`config.mk`:
```
export PLATFORM = sky130hd
export DESIGN_NAME = i2c_nack_dma_ctrl
export DESIGN_NICKNAME = d
export VERILOG_FILES = /design/src/rtl/i2c_nd_pkg.sv /design/src/rtl/i2c_nd_dma_chan.sv /design/src/rtl/i2c_nd_byte_cnt.sv /design/src/rtl/i2c_nd_nack_hold.sv /design/src/rtl/i2c_nack_dma_ctrl.sv
export SDC_FILE = /design/constraint.sdc
export NUM_CORES = 1
export LEC_CHECK = 0
export BUFFER_PORTS_ARGS = -buffer_cell sky130_fd_sc_hd__buf_4
export CAP_MARGIN = 20
export CORE_MARGIN = 8
export CORE_UTILIZATION = 43
export DETAILED_ROUTE_END_ITERATION = 12
export GPL_TIMING_DRIVEN = 1
export PLACE_DENSITY = 0.8
export SLEW_MARGIN = 15
export SYNTH_ARGS = -nofsm -noshare
export SYNTH_HDL_FRONTEND = slang
export SYNTH_SLANG_ARGS = --single-unit
```
`constraint.sdc`:
```
create_clock -name clk_i -period 2.3 [get_ports clk_i]
set_clock_uncertainty 0.1 [all_clocks]
set_input_delay 0.115 -clock clk_i [delete_from_list [all_inputs] [get_ports clk_i]]
set_output_delay 0.115 -clock clk_i [all_outputs]
set_load 0.02 [all_outputs]
```
`src/rtl/i2c_nd_pkg.sv`:
```
package i2c_nd_pkg;
  typedef enum logic {
    XFER_TX = 1'b0,
    XFER_RX = 1'b1
  } xfer_dir_e;

  typedef struct packed {
    logic      master;
    xfer_dir_e dir;
    logic      addr_phase;
  } bus_ctx_t;

  localparam int unsigned NUM_CHAN = 2;
  localparam int unsigned CH_TX    = 0;
  localparam int unsigned CH_RX    = 1;
endpackage

```
`src/rtl/i2c_nd_dma_chan.sv`:
```
module i2c_nd_dma_chan (
  input  logic clk_i,
  input  logic rst_ni,
  input  logic active_i,
  input  logic level_i,
  input  logic strobe_i,
  output logic req_o
);
  logic pend_q;

  // one access per status assertion: wait for the level to drop
  always_ff @(posedge clk_i or negedge rst_ni) begin
    if (!rst_ni)         pend_q <= 1'b0;
    else if (strobe_i)   pend_q <= 1'b1;
    else if (!level_i)   pend_q <= 1'b0;
  end

  assign req_o = active_i & level_i & ~pend_q;
endmodule

```
`src/rtl/i2c_nd_byte_cnt.sv`:
```
module i2c_nd_byte_cnt #(
  parameter int unsigned CNT_W = 16
) (
  input  logic             clk_i,
  input  logic             rst_ni,
  input  logic             load_i,
  input  logic [CNT_W-1:0] val_i,
  input  logic             dec_i,
  output logic [CNT_W-1:0] cnt_o,
  output logic             last_o
);
  localparam logic [CNT_W-1:0] ONE = CNT_W'(1);

  logic [CNT_W-1:0] cnt_q;
  logic             zero;

  assign zero = (cnt_q == '0);

  always_ff @(posedge clk_i or negedge rst_ni) begin
    if (!rst_ni)             cnt_q <= '0;
    else if (load_i)         cnt_q <= val_i;
    else if (dec_i && !zero) cnt_q <= cnt_q - ONE;
  end

  assign cnt_o  = cnt_q;
  assign last_o = (cnt_q == ONE);
endmodule

```
`src/rtl/i2c_nd_nack_hold.sv`:
```
module i2c_nd_nack_hold (
  input  logic clk_i,
  input  logic rst_ni,
  input  logic master_i,
  input  logic nack_i,
  input  logic release_i,
  input  logic clr_i,
  output logic hold_o,
  output logic flag_o
);
  logic hold_q, flag_q;

  always_ff @(posedge clk_i or negedge rst_ni) begin
    if (!rst_ni)                  hold_q <= 1'b0;
    else if (release_i)           hold_q <= 1'b0;
    else if (master_i && nack_i)  hold_q <= 1'b1;
  end

  // set beats clear so a NACK is never lost
  always_ff @(posedge clk_i or negedge rst_ni) begin
    if (!rst_ni)      flag_q <= 1'b0;
    else if (nack_i)  flag_q <= 1'b1;
    else if (clr_i)   flag_q <= 1'b0;
  end

  assign hold_o = hold_q;
  assign flag_o = flag_q;
endmodule

```
`src/rtl/i2c_nack_dma_ctrl.sv`:
```
module i2c_nack_dma_ctrl
  import i2c_nd_pkg::*;
#(
  parameter int unsigned CNT_W = 16
) (
  input  logic             clk_i,
  input  logic             rst_ni,
  input  logic             master_i,
  input  logic             rx_mode_i,
  input  logic             addr_phase_i,
  input  logic             tx_dma_en_i,
  input  logic             rx_dma_en_i,
  input  logic             dma_nack_en_i,
  input  logic             dr_empty_i,
  input  logic             dr_full_i,
  input  logic             dr_wr_i,
  input  logic             dr_rd_i,
  input  logic             cnt_load_i,
  input  logic [CNT_W-1:0] cnt_val_i,
  input  logic             nack_rx_i,
  input  logic             tar_wr_i,
  input  logic             stop_req_i,
  input  logic             nack_clr_i,
  output logic             tx_dma_req_o,
  output logic             rx_dma_req_o,
  output logic             nack_o,
  output logic             scl_hold_o,
  output logic             nack_flag_o,
  output logic [CNT_W-1:0] cnt_o
);
  bus_ctx_t ctx;
  assign ctx.master     = master_i;
  assign ctx.dir        = xfer_dir_e'(rx_mode_i);
  assign ctx.addr_phase = addr_phase_i;

  logic mst_rx_dma;
  assign mst_rx_dma = ctx.master && (ctx.dir == XFER_RX) && rx_dma_en_i;

  logic [NUM_CHAN-1:0] ch_active, ch_level, ch_strobe, ch_req;

  assign ch_active[CH_TX] = (ctx.dir == XFER_TX) && tx_dma_en_i;
  assign ch_level[CH_TX]  = dr_empty_i;
  assign ch_strobe[CH_TX] = dr_wr_i;
  assign ch_active[CH_RX] = (ctx.dir == XFER_RX) && rx_dma_en_i;
  assign ch_level[CH_RX]  = dr_full_i;
  assign ch_strobe[CH_RX] = dr_rd_i;

  for (genvar g = 0; g < NUM_CHAN; g++) begin : g_chan
    i2c_nd_dma_chan u_chan (
      .clk_i    (clk_i),
      .rst_ni   (rst_ni),
      .active_i (ch_active[g]),
      .level_i  (ch_level[g]),
      .strobe_i (ch_strobe[g]),
      .req_o    (ch_req[g])
    );
  end

  assign tx_dma_req_o = ch_req[CH_TX];
  assign rx_dma_req_o = ch_req[CH_RX];

  logic last_byte;

  i2c_nd_byte_cnt #(.CNT_W(CNT_W)) u_cnt (
    .clk_i  (clk_i),
    .rst_ni (rst_ni),
    .load_i (cnt_load_i),
    .val_i  (cnt_val_i),
    .dec_i  (dr_rd_i && mst_rx_dma),
    .cnt_o  (cnt_o),
    .last_o (last_byte)
  );

  assign nack_o = mst_rx_dma && dma_nack_en_i && last_byte;

  // a NACK in a master-receiver data frame is our own
  logic nack_qual;
  assign nack_qual = nack_rx_i && (ctx.addr_phase || (ctx.dir == XFER_TX));

  i2c_nd_nack_hold u_hold (
    .clk_i     (clk_i),
    .rst_ni    (rst_ni),
    .master_i  (ctx.master),
    .nack_i    (nack_qual),
    .release_i (tar_wr_i || stop_req_i),
    .clr_i     (nack_clr_i),
    .hold_o    (scl_hold_o),
    .flag_o    (nack_flag_o)
  );
endmodule

```
==> summary.md <==
| Metric | Value |
|---|---|
| Layout cells sized above 1 | `33.0%` |
| Final antenna diode count | `0` |
| Detailed Route Iter0 Violations | `81` |
| Average cell area after synthesis | `8.53 sq um` |
| Final cycle utilization of the critical path | `97.8%` |
| Placeable core area | `2950 sq um` |
| Worst slew pin tran | `0.528 ns` |
| Result of the run | `finished, final reports clean` |
| Number of H-tree branching levels | `1` |
| Gate count of the mapped netlist | `151` |
| Layout area overhead | `59.1%` |
| Peak supply drop | `0.000287 V` |
| Top flip-flop cell by instance count after synthesis | `dfrtp_1` |
| Maximum fanout count along the critical path | `6` |
| Wire length of the first global-routing pass | `7870 um` |
| HPWL Detailed | `3370 um` |
| Count of flip-flops with a built-in enable after synthesis | `0` |
| Crit path kind | `register to register` |
| Number of setup violations in the final report | `0` |
| Leakage power of the design | `0.869 nW` |
| Congestion Overflow GR | `0` |
| Combined buffer and inverter count along the critical path | `0` |
| Worst Setup SP | `u_cnt.cnt_o[5]` |
| Syn Std Cell Area | `1290 sq um` |
| Detailed-route via count | `1,623` |
| Die area | `5000 sq um` |
| Row Count | `20` |
| Net count after synthesis | `186` |
| Cells after DPL | `239` |
| Source-to-sink clock delay at the later pin of the worst-skew pair | `0.31 ns` |
| Setup ws final | `0.0496 ns` |
| Highest achievable clock rate | `444 MHz` |
| Biggest cell delay along the critical path | `0.50 ns` |
| Count of buffers inserted at the top-level ports | `53` |
| Via count of the first global-routing pass | `1,616` |
| Total CTS buffers | `3` |
| Reg-to-Reg Start | `u_cnt.cnt_o[5]` |
| Length of the first detailed-routing pass in iterations | `5` |
| Setup Total Neg Slack | `0 ns` |
| Rel. slew slack | `64.4%` |
| Final Hold Slack | `0.0189 ns` |
| Maximum number of buffers from clock root to sink | `2` |
| Cell chain of the critical path | `or3_1, or4_4, or4_1, a31oi_1` |
| Most repeated cell in the gate-level netlist after synthesis | `dfrtp_1` |
| Overall fraction of global-route tracks in use | `18.6%` |
| Via density per instance | `6.10` |
| Critical Path AT | `2.39 ns` |
| Critical path launch point type | `register` |
| Cell with the largest stage delay on the worst path | `or4_4` |
| Antenna-violating nets left | `0` |
| Drc violations | `0` |
| Non-filler cells in the finished layout | `266` |
| Cell types with the highest counts after synthesis | `20 x dfrtp_1, 18 x nand2_1, 11 x nor2_1` |
| Clock period minus worst slack | `2.25 ns` |
| Hold_sp | `cnt_val_i[12]` |
| Endpoint required time on the critical path | `2.44 ns` |
| Synthesis Warnings | `0` |
| Gate family responsible for the most delay along the worst path | `simple AND/OR/NAND/NOR gates` |
| Max-slew violation total from the final report | `0` |
| Area contributors post-synth | `dfrtp_1 39%, nand2_1 5.2%, nor3_1 3.9%` |
| Pin count of the biggest net entering global routing | `28` |
| Final Routed Wirelength | `4770 um` |
| RePlAce Congestion | `0.963` |
| Area fraction of the dominant cell type after synthesis | `38.9%` |
| Power density over the cells | `469 nW/um^2` |
| Routed wire per std cell | `17.9 um` |
| Hold Fails Final Rpt | `0` |
| Number of antenna violations at the first check in global routing | `0` |
| Post-Place Setup Slack | `0.0976 ns` |
| Library cells used by synthesis | `46` |
| Clock slew seen by the registers of the worst setup and hold paths | `0.13 ns` |
| Total area of multi-input combinational cells | `754 sq um` |
| CTS tree | `yes` |
| Path class of the lowest-slack min-delay path | `primary input to register` |
| Die outline height | `70.7 um` |
| Library cell with the largest summed area after synthesis | `dfrtp_1` |
| Total number of nets in the final design | `269` |
| Starting density of the core | `43.6%` |
| Number of synthesized register bits | `20` |
| Top-Level Pins | `54` |
| Count of maximum capacitance violations | `0` |
| Root buffer cell | `clkbuf_4` |
| Async set-reset flop share out of synthesis | `100%` |
| Horizontal die dimension | `70.7 um` |
| Fill cell instance count of the final layout | `235` |
| Clock sink count | `20` |
| Sequential cell area fraction in the yosys report | `38.9%` |
| Flip-flop and latch area | `502 sq um` |
| Category of the worst setup path capture point | `register` |
-- worst min-delay path, delay by kind of cell --
| family | cells | cell delay (ns) |
|---|---|---|
| AND/OR/NAND/NOR | 1 | 0.05 |
| AO/OA/AOI/OAI | 1 | 0.14 |
| buffers and inverters | 1 | 0.08 |
-- layout make-up --
type / instances / share of cell area (%)
Sequential cell: 20 / 24.5
Tap cell: 33 / 2.02
Clock buffer: 4 / 1.77
Timing Repair Buffer: 85 / 34.0
Inverter: 5 / 0.916
Multi-Input combinational cell: 119 / 36.8
-- flip-flops by register name (all words and copies together), names as in the netlist --
name	flops
u_cnt.cnt_o	16
g_chan.u_chan.pend_q	2
u_hold.flag_o	1
u_hold.hold_o	1
-- what timing repair did --
item                                    4_1_cts  5_1_grt
gates resized for setup                       0        5
endpoints found under the setup margin        0        6
hold buffers                                 23        0
hold endpoints to repair                     38        0
setup buffers                                 0        0
-- power breakdown --
part           leakage, nW  total (W)  internal, W  switching (W)
Clock               0.0210   0.000221    0.0000966       0.000124
Combinational        0.616   0.000311     0.000157       0.000155
Sequential           0.232   0.000428     0.000384      0.0000438
Total                0.869   0.000960     0.000637       0.000323
-- cells by family (layout without fill, tap and decap cells) --
group | Yosys count | in the layout | synth area share, %
simple gates | 77 | 77 | 32.6
compound gates | 40 | 40 | 22.5
flops | 20 | 20 | 38.9
buf+inv | 12 | 94 | 4.08
fa+ha+maj | 2 | 2 | 1.94
-- through the flow --
| stage | power, W | utilization (%) | instance area (sq um) |
|---|---|---|---|
| floorplan | 0.000559 | - | 1290 |
| global placement | 0.000695 | 59.6 | 1760 |
| detailed placement | 0.000703 | 59.6 | 1760 |
| CTS | 0.000951 | 68.6 | 2030 |
| global route | 0.00100 | 69.4 | 2050 |
| finish | 0.000960 | 69.4 | 2050 |
-- worst paths after layout --
| check | to | slack (ns) | cells after the start |
|---|---|---|---|
| max | u_cnt.cnt_o[12] | 0.05 | 4 |
| min | u_cnt.cnt_o[12] | 0.02 | 3 |
| max reg2reg | u_cnt.cnt_o[12] | 0.05 | 4 |
| min reg2reg | u_cnt.cnt_o[5] | 0.53 | 2 |
| max in group asynchronous | u_cnt.cnt_o[5] | 1.77 | 2 |
| min in group asynchronous | u_cnt.cnt_o[8] | 0.11 | 2 |
-- cells in the final DEF, fill, tap and decap left out, drive strengths merged, types with 3 or more instances in the layout --
master | netlist | final
nand4 | 4 | 4
o31ai | 3 | 3
nand2 | 18 | 18
o21ai | 5 | 5
or3 | 5 | 5
o2111ai | 3 | 3
o211ai | 5 | 5
nor2 | 11 | 11
a31oi | 6 | 6
nor4 | 3 | 3
a21o | 3 | 3
nor3 | 10 | 10
inv | 4 | 4
nand3 | 8 | 8
or4 | 8 | 8
dlygate4sd3 | 0 | 23
buf | 1 | 62
dfrtp | 20 | 20
clkbuf | 6 | 4
-- per-layer routing --
metal / up-vias / routed length [um] / GRT usage [%]
met5: - / 0 / 0
met4: 0 / 37 / 3.23
met3: 8 / 405 / 3.95
met2: 97 / 2350 / 32.0
met1: 760 / 1980 / 23.3
li1: 758 / - / -
Note: power is estimated with default switching activity, not from simulation.
